==> config.mk <==
export PLATFORM = sky130hd
export DESIGN_NAME = infix_share_matcher
export DESIGN_NICKNAME = d
export VERILOG_FILES = /design/src/rtl/ism_pkg.sv /design/src/rtl/rx_decode.sv /design/src/rtl/seq_track.sv /design/src/rtl/pattern_lane.sv /design/src/rtl/hit_encoder.sv /design/src/rtl/infix_share_matcher.sv
export SDC_FILE = /design/constraint.sdc
export NUM_CORES = 1
export LEC_CHECK = 0
export BUFFER_PORTS_ARGS = -buffer_cell sky130_fd_sc_hd__buf_4
export CAP_MARGIN = 20
export CORE_MARGIN = 4
export CORE_UTILIZATION = 30
export CTS_BUF_LIST = sky130_fd_sc_hd__clkbuf_8
export DETAILED_ROUTE_END_ITERATION = 10
export GPL_TIMING_DRIVEN = 1
export MAX_ROUTING_LAYER = met4
export SETUP_SLACK_MARGIN = 0.5
export SYNTH_ARGS = -nofsm -noshare
export SYNTH_HDL_FRONTEND = slang
export SYNTH_SLANG_ARGS = --single-unit
==> constraint.sdc <==
create_clock -name clk -period 2.15 [get_ports clk]
set_input_delay 0.3225 -clock clk [delete_from_list [all_inputs] [get_ports clk]]
set_output_delay 0.3225 -clock clk [all_outputs]
set_load 0.01 [all_outputs]
==> src/rtl/ism_pkg.sv <==
package ism_pkg;
    localparam int NSYM = 7;
    localparam logic [7:0] SYM_BASE = "a";
    localparam int NPAT = 2;
    localparam int PRE_LEN = 2;
    localparam int INF_LEN = 3;
    localparam int IDX_W = (NPAT > 1) ? $clog2(NPAT) : 1;
    // element 0 is pattern 0
    localparam logic [NPAT-1:0][8*PRE_LEN-1:0] PRE_SEQS = {"cd", "ab"};
    localparam logic [8*INF_LEN-1:0] INF_SEQ = "cde";
    localparam logic [NPAT-1:0][7:0] SFX_CHARS = {"g", "f"};
    typedef logic [NSYM-1:0] sym_t;
endpackage

==> src/rtl/rx_decode.sv <==
module rx_decode
    import ism_pkg::*;
(
    input  logic       clk,
    input  logic       rst,
    input  logic       in_valid,
    input  logic [7:0] in_data,
    output logic       adv,
    output sym_t       sym
);
    typedef struct packed {
        logic adv;
        sym_t sym;
    } dec_t;

    dec_t dec_d, dec_q;

    always_comb begin
        dec_d.adv = in_valid;
        for (int i = 0; i < NSYM; i++) begin
            dec_d.sym[i] = in_valid && (in_data == (SYM_BASE + 8'(i)));
        end
    end

    always_ff @(posedge clk) begin
        if (rst) dec_q <= '0;
        else     dec_q <= dec_d;
    end

    assign adv = dec_q.adv;
    assign sym = dec_q.sym;
endmodule

==> src/rtl/seq_track.sv <==
module seq_track
    import ism_pkg::*;
#(
    parameter int LEN = 3,
    parameter logic [8*LEN-1:0] SEQ = "cde"
) (
    input  logic clk,
    input  logic rst,
    input  logic adv,
    input  sym_t sym,
    output logic hit
);
    localparam int PW = LEN - 1;

    typedef struct packed {
        logic [PW-1:0] prog;
    } trk_t;

    trk_t trk_d, trk_q;
    logic [LEN-1:0] ch_ok;

    for (genvar j = 0; j < LEN; j++) begin : g_ch
        localparam int S = int'(SEQ[8*(LEN-1-j) +: 8]) - int'(SYM_BASE);
        assign ch_ok[j] = sym[S];
    end

    always_comb begin
        trk_d = trk_q;
        if (adv) begin
            trk_d.prog[0] = ch_ok[0];
            for (int j = 1; j < PW; j++) begin
                trk_d.prog[j] = trk_q.prog[j-1] & ch_ok[j];
            end
        end
    end

    always_ff @(posedge clk) begin
        if (rst) trk_q <= '0;
        else     trk_q <= trk_d;
    end

    assign hit = trk_q.prog[PW-1] & ch_ok[LEN-1];
endmodule

==> src/rtl/pattern_lane.sv <==
module pattern_lane
    import ism_pkg::*;
#(
    parameter int PRE_LEN = 2,
    parameter logic [8*PRE_LEN-1:0] PRE_SEQ = "ab",
    parameter logic [7:0] SFX_CH = "f",
    parameter int K = 3
) (
    input  logic clk,
    input  logic rst,
    input  logic adv,
    input  sym_t sym,
    input  logic inf_hit,
    output logic match_o
);
    localparam int SS = int'(SFX_CH) - int'(SYM_BASE);

    typedef struct packed {
        logic [K-1:0] dly;
        logic         armed;
        logic         match;
    } lane_t;

    lane_t ln_d, ln_q;
    logic  pre_hit;
    logic  sfx_ok;

    seq_track #(.LEN(PRE_LEN), .SEQ(PRE_SEQ)) u_pre (
        .clk (clk),
        .rst (rst),
        .adv (adv),
        .sym (sym),
        .hit (pre_hit)
    );

    assign sfx_ok = sym[SS];

    always_comb begin
        ln_d = ln_q;
        ln_d.match = 1'b0;
        if (adv) begin
            ln_d.dly[0] = pre_hit;
            for (int i = 1; i < K; i++) begin
                ln_d.dly[i] = ln_q.dly[i-1];
            end
            ln_d.armed = ln_q.dly[K-1] & inf_hit;
            ln_d.match = ln_q.armed & sfx_ok;
        end
    end

    always_ff @(posedge clk) begin
        if (rst) ln_q <= '0;
        else     ln_q <= ln_d;
    end

    assign match_o = ln_q.match;
endmodule

==> src/rtl/hit_encoder.sv <==
module hit_encoder #(
    parameter int NPAT = 2,
    parameter int IDX_W = 1
) (
    input  logic             clk,
    input  logic             rst,
    input  logic [NPAT-1:0]  vec_i,
    output logic             valid_o,
    output logic [IDX_W-1:0] idx_o,
    output logic [NPAT-1:0]  vec_o
);
    typedef struct packed {
        logic [NPAT-1:0]  vec;
        logic             valid;
        logic [IDX_W-1:0] idx;
    } enc_t;

    enc_t enc_d, enc_q;

    always_comb begin
        enc_d.vec   = vec_i;
        enc_d.valid = |vec_i;
        enc_d.idx   = '0;
        for (int i = NPAT - 1; i >= 0; i--) begin
            if (vec_i[i]) enc_d.idx = IDX_W'(i);
        end
    end

    always_ff @(posedge clk) begin
        if (rst) enc_q <= '0;
        else     enc_q <= enc_d;
    end

    assign valid_o = enc_q.valid;
    assign idx_o   = enc_q.idx;
    assign vec_o   = enc_q.vec;
endmodule

==> src/rtl/infix_share_matcher.sv <==
module infix_share_matcher
    import ism_pkg::*;
(
    input  logic             clk,
    input  logic             rst,
    input  logic             in_valid,
    input  logic [7:0]       in_data,
    output logic             hit_valid,
    output logic [IDX_W-1:0] hit_idx,
    output logic [NPAT-1:0]  hit_vec
);
    logic            adv;
    sym_t            sym;
    logic            inf_hit;
    logic [NPAT-1:0] match;

    rx_decode u_dec (
        .clk      (clk),
        .rst      (rst),
        .in_valid (in_valid),
        .in_data  (in_data),
        .adv      (adv),
        .sym      (sym)
    );

    seq_track #(.LEN(INF_LEN), .SEQ(INF_SEQ)) u_infix (
        .clk (clk),
        .rst (rst),
        .adv (adv),
        .sym (sym),
        .hit (inf_hit)
    );

    for (genvar g = 0; g < NPAT; g++) begin : g_lane
        pattern_lane #(
            .PRE_LEN (PRE_LEN),
            .PRE_SEQ (PRE_SEQS[g]),
            .SFX_CH  (SFX_CHARS[g]),
            .K       (INF_LEN)
        ) u_lane (
            .clk     (clk),
            .rst     (rst),
            .adv     (adv),
            .sym     (sym),
            .inf_hit (inf_hit),
            .match_o (match[g])
        );
    end

    hit_encoder #(.NPAT(NPAT), .IDX_W(IDX_W)) u_enc (
        .clk     (clk),
        .rst     (rst),
        .vec_i   (match),
        .valid_o (hit_valid),
        .idx_o   (hit_idx),
        .vec_o   (hit_vec)
    );
endmodule

**Yosys cells after proc, flatten, opt, wreduce, memory -nomap -nowiden**

Cells that the tools add are included.
W data, S select, Z words.

- Multiplexer cells: 1
- Bitwise operators: 9
- Equality and inequality tests: 7
- Reductions and logical operators: 10

Operator list:

| operator | count |
|---|---|
| $eq A8 B7 Y1 const B | 7 |
| $and A1 B1 Y1 | 8 |
| $logic_and A1 B1 Y1 | 7 |
| $reduce_or A2 Y1 | 3 |
| $mux W1 | 1 |
| $not A1 Y1 | 1 |

- Bits of input ports: 11
- Bits in registers: 26
- Output and inout port bits: 4
- Word-level logic and storage cells: 41

**Logic depth before layout (Yosys ltp)**

Gate-level depths: netlist of the first run.

- Depth in word-level cells: 2
- Gate-level depth with buffers: 3
- Gate-level depth less buffers: 2

**Hierarchy**

A second synthesis of the first run with hierarchy kept.

- Cell total of the unflattened synthesis: 79
- Area, all modules: 909.6 um^2

Modules (own cells, without submodules):

| module | seq. area each (um^2) | cells each | area each (um^2) | times used |
|---|---|---|---|---|
| pattern_lane | 100.1 | 16 | 178.9 | 2 |
| rx_decode | 160.2 | 23 | 281.5 | 1 |
| hit_encoder | 80.1 | 8 | 110.1 | 1 |
| seq_track at g_lane[0].u_lane.u_pre ... | 20.0 | 4 | 40.0 | 2 |
| seq_track at u_infix | 40.0 | 8 | 80.1 | 1 |

**Worst setup path after synthesis of the first run**

No wires, ideal clock.

- Kind: input -> register
- From: in in_data[0]
- To: reg u_dec.dec_q, in the netlist u_dec.sym[1]
- Path buffers: 0
- Setup time: 73 ps
- Slack: 1067 ps
- Data arrival time: 1010 ps
- Data required time: 2077 ps
- Stages on the path: 2
- Cell sequence: or4b_4 nor3_2

- Longest elaborated chain between the ends: 2

RTL lines:

| item | RTL line | RTL |
|---|---|---|
| start: declaration | infix_share_matcher.sv:7 | `input logic [7:0] in_data,` |
| $eq A8 B7 Y1 | rx_decode.sv:21 | `dec_d.sym[i] = in_valid && (in_data == (SYM_BASE + 8'(i)));` |
| $logic_and A1 B1 Y1 | rx_decode.sv:21 |  |
| end signal: assignment | rx_decode.sv:26 | `if (rst) dec_q <= '0;` |
| end signal: assignment | rx_decode.sv:27 | `else dec_q <= dec_d;` |
| end: declaration | rx_decode.sv:16 | `dec_t dec_d, dec_q;` |

No other way between the ends.
A chain may end at the register's enable or synchronous reset.

**Final worst setup path of the first run**

- From: reg u_dec.dec_q, in the netlist u_dec.adv
- To: reg g_lane[0].u_lane.ln_q, in the netlist g_lane[0].u_lane.match_o

- Longest elaborated chain between the ends: 2

RTL lines:

| item | RTL line | RTL |
|---|---|---|
| $not A1 Y1 (no source line) | -- |  |
| $reduce_or A2 Y1 (no source line) | -- |  |
| end signal: assignment | pattern_lane.sv:53 | `else ln_q <= ln_d;` |
| end: declaration | pattern_lane.sv:24 | `lane_t ln_d, ln_q;` |

No other way between the ends.

==> metrics, run 1 <==
setup TNS 0 ns; Area Overhead vs Synth 25.0%; RR Startpoint u_dec.adv; crit path capture type flip-flop; GRT overflow 0; sequential-to-total area share from yosys stat 60.1%; setup bufs post-CTS 0; Max Used Layer met4; Mapped Cells 72; Starting DRT DRC Count 5; Post-Place Cells 113; pin count of the biggest net entering global routing 17; P per Cell Area 870 nW/um^2; synth unique cells 19; PnR worst setup slack 1.07 ns; wire per inst 10.7 um; Mean Syn Cell Area 11.1 um^2; hold path startpoint in_data[2]; total wire length 1.25 mm; global placement routability congestion 0.737; Worst Setup Start Kind flip-flop; crit-path max FO 15; met3 WL 66 um; Antenna Violating Nets Remaining 0; Ports 15; Worst slew margin 63.8%; clk_lat worst skew 0.27 ns; r2r setup slk 1.07 ns; Max Clk Rate 924 MHz; worst reg2reg path endpoint g_lane[0].u_lane.match_o; width of the die 59.6 um; Hold Path Stages 2; HPWL after DPL 956 um; H-tree Lvls 1; first-pass GRT wire length 2.15 mm; die area 3560 um^2; filler cell count in the final layout 249; crit path from u_dec.adv; clock slew at reported path FFs 0.08 ns; RSZ-0062 raised after global routing no; #FFs+latches synth 24; static leakage 0.387 nW; VDD IR max 0.292 mV; chip height 59.6 um; n_diodes 0; CTS tree yes; initial antenna violation count 0; Residual DRC 0; Resized Gates After CTS 0; Syn Std Cell Area 800 um^2; Post-Layout Cell Count 117; routed wire length on met2 574 um; Worst Max-Slew Pin Slew 0.542 ns; Core ar. 2500 um^2; Tmin final 1.08 ns; Routed met1 length 567 um; hold_buf cts 0; hold worst-path end u_dec.sym[0]; warnings from Yosys 0; Post-Syn Nets 83; layout cells sized above 1 25.3%; First-pass DRT Iterations 4; maximum root-to-sink buffer count 2; Vias 548; Vias/cell 4.68; IO Port Bufs 14; CTS Buf Count 3; Root Driver clkbuf_8; Post-Place Setup Slack 0.873 ns; crit path kind flip-flop to flip-flop; vias in the first global route 524; # setup viols final 0; maxcap violations 0; outcome completed; row cnt 18; period utilization 50.3%; Tightest Hold Check Type input pin to flip-flop; total global-route track usage 8.49%; Worst EP arrival 1.30 ns; CTS sink cnt 24; Worst Reg2Reg Path Length in Cells 2; fin nets 99; Starting Density 32.0%; Final Max Tran Viols 0; Worst EP required 2.37 ns; skew final 0.00595 ns; final hold vios 0
[per-stage QoR]
step	power, mW	cell area (um^2)	hold slack (ns)	utilization (%)
floorplan	0.475	800	0.384	-
global placement	0.493	928	0.395	37.1
detailed placement	0.494	928	0.396	37.1
CTS	0.876	1000	0.242	40.0
global route	0.897	1000	0.246	40.0
finish	0.869	1000	0.246	40.0
[cell usage after synthesis, drive strengths merged]
cell     number  share of area [%]
mux2i         6                7.5
nor4          1               0.78
and2b         1               0.94
nand2         1               0.47
and3          2                1.6
nand3         2                1.3
dfxtp        24                 60
nand4bb       2                2.8
nor3          6                5.6
nand2b        6                4.7
or2           1               0.78
nor2          6                2.8
buf           2                1.3
a21oi         4                2.5
nand4         2                1.6
nor2b         4                3.1
or4b          1                1.7
clkbuf        1               0.47
[cell type report]
cell class,count,area [um^2],area share (%)
clock buffers,3,41.3,4.13
flip-flops and latches,24,480,48.1
well taps,30,37.5,3.75
repair buffers,14,105,10.5
multi-input cells,45,305,30.5
clock inverters,1,30.0,3.00
[metal layers]
layer	track usage [%]	up-vias
met1	8.91	249
li1	-	277
met3	1.31	4
met5	-	-
met4	7.59	0
met2	13.6	18
[how the worst max path moves through the flow]
| stage | to | slack (ns) |
|---|---|---|
| 4_1_cts | g_lane[1].u_lane.ln_q[4] | 1.05 |
| 3_3_place_gp | u_dec.sym[1] | 0.88 |
| 5_1_grt | g_lane[0].u_lane.ln_q[4] | 0.97 |
| 2_1_floorplan | u_dec.sym[1] | 1.07 |
| 6_report | g_lane[0].u_lane.match_o | 1.07 |
| 3_5_place_dp | u_dec.sym[1] | 0.87 |
[report_power, final]
part	switching (mW)	leakage, nW	internal [mW]	total (mW)
clock network	0.138	0.0357	0.249	0.387
logic	0.0132	0.158	0.0198	0.0329
registers	0.00444	0.193	0.445	0.450
total	0.156	0.387	0.714	0.869
[critical path, stage by stage, from the launching register on]
cell     delay (ns)
dfxtp_1        0.67
nor2b_1        0.21
and3_1         0.16
[cell families after synthesis]
| logic type | count (synthesis) | synth area share (%) |
|---|---|---|
| mux | 6 | 7.51 |
| simple gates | 35 | 28.2 |
| flops | 24 | 60.1 |
| compound gates | 4 | 2.50 |
| buf+inv | 3 | 1.72 |
[registers in the layout, indices dropped and copies added (netlist names)]
register / flops
u_dec.sym: 7
u_enc.idx_o: 1
g_lane.u_lane.match_o: 2
u_infix.trk_q: 1
g_lane.u_lane.ln_q: 8
u_dec.adv: 1
g_lane.u_lane.u_pre.trk_q: 1
u_enc.valid_o: 1
u_enc.vec_o: 2
[layout by cell type, fill, tap and decap left out, drive strengths merged]
cell | netlist | routed
a21oi | 4 | 4
or4b | 1 | 1
nand2b | 6 | 6
nor2 | 6 | 6
nand4bb | 2 | 2
nand3 | 2 | 2
dfxtp | 24 | 24
nor4 | 1 | 1
mux2i | 6 | 6
or2 | 1 | 1
bufinv | 0 | 1
nand4 | 2 | 2
nor2b | 4 | 4
nor3 | 6 | 6
clkbuf | 1 | 3
buf | 2 | 14
nand2 | 1 | 1
and3 | 2 | 2
and2b | 1 | 1
Note: power is estimated with default switching activity, not from simulation.
==> run 2, diff against run 1 <==
- ABC_AREA: not set -> 1
- clock period: 2.15 -> 1.05 ns (I/O delays scaled with it)
==> run 2 against run 1 <==
Net effect:
- clock power grew 110%
- critical path type unchanged
- critical endpoint is now u_infix.trk_q[0]
- synthesized area grew 5.0%
- via count grew 21%
- synthesized cell count grew 44%
==> metrics, run 2 <==
P per Cell Area 1610 nW/um^2; Logic pwr share 6.8%; Async SR Flop Fraction 0%; Worst slew margin 88.6%; IO Port Bufs 14; fin nets 134; layout cells sized above 1 39.3%; Residual DRC 0; Worst path slowest cell dfxtp_4; Post-Place Setup Slack 0.132 ns; Pint 1.49 mW; n_diodes 0; Tmin final 0.869 ns; width of the die 60.9 um; Post-Syn Nets 115; Cell Area, Placed 988 um^2; Max Clk Rate 1150 MHz; crit-path max FO 8; Worst EP required 1.21 ns; Worst Reg2Reg Path Length in Cells 3; setup TNS 0 ns; crit path from u_dec.adv; skew final 0.00429 ns; Mapped Cells 104; synth top area cells dfxtp_1, nor2_1, nand2_1; Final Max Tran Viols 0; sequential-to-total area share from yosys stat 57.2%; synth unique cells 16; clock slew at reported path FFs 0.08 ns; hold slack 0.107 ns; commonest cells after routing, fill and taps aside nor2_1, nand2_1, dfxtp_1; Post-Place Cells 146; Sw Ratio 19.7%; PnR worst setup slack 0.181 ns; maxcap violations 0; Largest register FFs 8; Yosys top cell area share 57.2%; most common cell after layout, fill and taps aside nor2_1; worst reg2reg path endpoint u_infix.trk_q[0]; Root Driver clkbuf_8; Syn Std Cell Area 840 um^2; most frequent CP cell nor2_1; CTS sink cnt 24; Mean Syn Cell Area 8.07 um^2; count leader, synth nor2_1; first-pass GRT wire length 2.67 mm; initial antenna violation count 0; RR Startpoint u_dec.adv; vias in the first global route 651; Worst Setup Start Kind flip-flop; warnings from Yosys 0; Vias 662; CP peak stage delay 0.39 ns; Starting DRT DRC Count 14; # setup viols final 0; chip height 60.9 um; First-pass DRT Iterations 6; dominant cell type by area after synthesis dfxtp_1; crit path kind flip-flop to flip-flop; Worst EP arrival 1.03 ns; final hold vios 0; sequential share of power 50.4%; filler cell count in the final layout 256; crit-path leading delay family flip-flops; maximum root-to-sink buffer count 2; H-tree Lvls 1; Vias/cell 4.36; Core ar. 2570 um^2; row cnt 18; number of flops mapped to enable cells by yosys 0; clk_lat worst skew 0.27 ns; outcome completed; GRT overflow 0; HPWL after DPL 1.03 mm; Most flops, register g_lane.u_lane.ln_q; static leakage 0.475 nW; Worst Max-Slew Pin Slew 0.170 ns; wire per inst 10.1 um; r2r setup slk 0.18 ns; crit path capture type flip-flop; CTS Buf Count 3; ys flop type dfxtp_1; CTS tree yes; NetSw 0.366 mW; Critical Path End u_infix.trk_q[0]; Multi-input gate area 340 um^2; Ports 15; global placement routability congestion 0.761; die area 3710 um^2; hold_buf cts 0; Cell Chain, Critical Path clkinvlp_4 > nor2_1 > nor2_1; total wire length 1.53 mm; Starting Density 32.7%; Antenna Violating Nets Remaining 0; RSZ-0062 raised after global routing yes; VDD IR max 0.770 mV; top cells by count, synth nor2_1, dfxtp_1, nand2_1; Final Cell Area 1150 um^2; WP buf/inv 1; Crit path depth 3; total global-route track usage 10.0%; Overall Power 1.86 mW; Clk network pwr share 42.8%; final core occ 44.8%; Post-Layout Cell Count 152; Reg area 493 um^2; #FFs+latches synth 24; Tightest Hold Check Type input pin to flip-flop; pin count of the biggest net entering global routing 15; period utilization 82.8%; Area Overhead vs Synth 37.0%
[run 2: what timing repair did]
action | CTS | global route
setup buffers | 2 | 0
gates resized for setup | 18 | 10
endpoints found under the setup margin | 18 | 24
pin swaps | 3 | 4
[run 2: worst min path at each step]
| stage | startpoint | endpoint | slack [ns] | cells after the start |
|---|---|---|---|---|
| after floorplan | in_valid | u_dec.adv | 0.27 | 2 |
| after global placement | in_valid | u_dec.adv | 0.40 | 3 |
| after detailed placement | g_lane[0].u_lane.match_o | u_enc.idx_o | 0.41 | 1 |
| after CTS | in_valid | u_dec.adv | 0.14 | 3 |
| after global routing | rst | u_enc.valid_o | 0.10 | 2 |
| final | rst | u_enc.valid_o | 0.11 | 2 |
[run 2: power by group through the flow]
stage	Combinational, mW	Sequential (mW)	Clock, mW
5_1_grt	0.139	0.938	0.854
3_5_place_dp	0.105	0.960	0
3_3_place_gp	0.102	0.960	0
2_1_floorplan	0.0787	0.954	0
6_report	0.126	0.936	0.794
4_1_cts	0.121	0.935	0.811
[run 2: per-layer routing]
layer	vias to the layer above	track usage [%]	share of wire [%]	wire length (um)
li1	347	-	-	-
met1	297	10.8	44	670
met2	14	17.1	51	781
met3	4	1.91	2.7	42
met4	0	5.57	2.5	38
met5	-	-	0	0
[run 2: layout make-up]
class	instances	area share, %
Clock buffer	3	3.59
Timing Repair Buffer	16	12.4
Sequential cell	24	42.9
Tap cell	30	3.26
Inverter	13	5.66
Multi-Input combinational cell	65	29.6
Clock inverter	1	2.61
[run 2: kinds of logic (layout without fill, tap and decap cells)]
logic type | after synthesis | after routing | share of synthesized area, %
flip-flops | 24 | 24 | 57.2
AND/OR/NAND/NOR | 55 | 55 | 28.5
buffers and inverters | 15 | 33 | 8.34
AO/OA/AOI/OAI | 10 | 10 | 5.96
[run 2: worst register-to-register path, delay by kind of cell (launching register included)]
| kind | cells | cell delay (ns) |
|---|---|---|
| DFF | 1 | 0.39 |
| buffers and inverters | 1 | 0.19 |
| and+or+nand+nor | 2 | 0.18 |
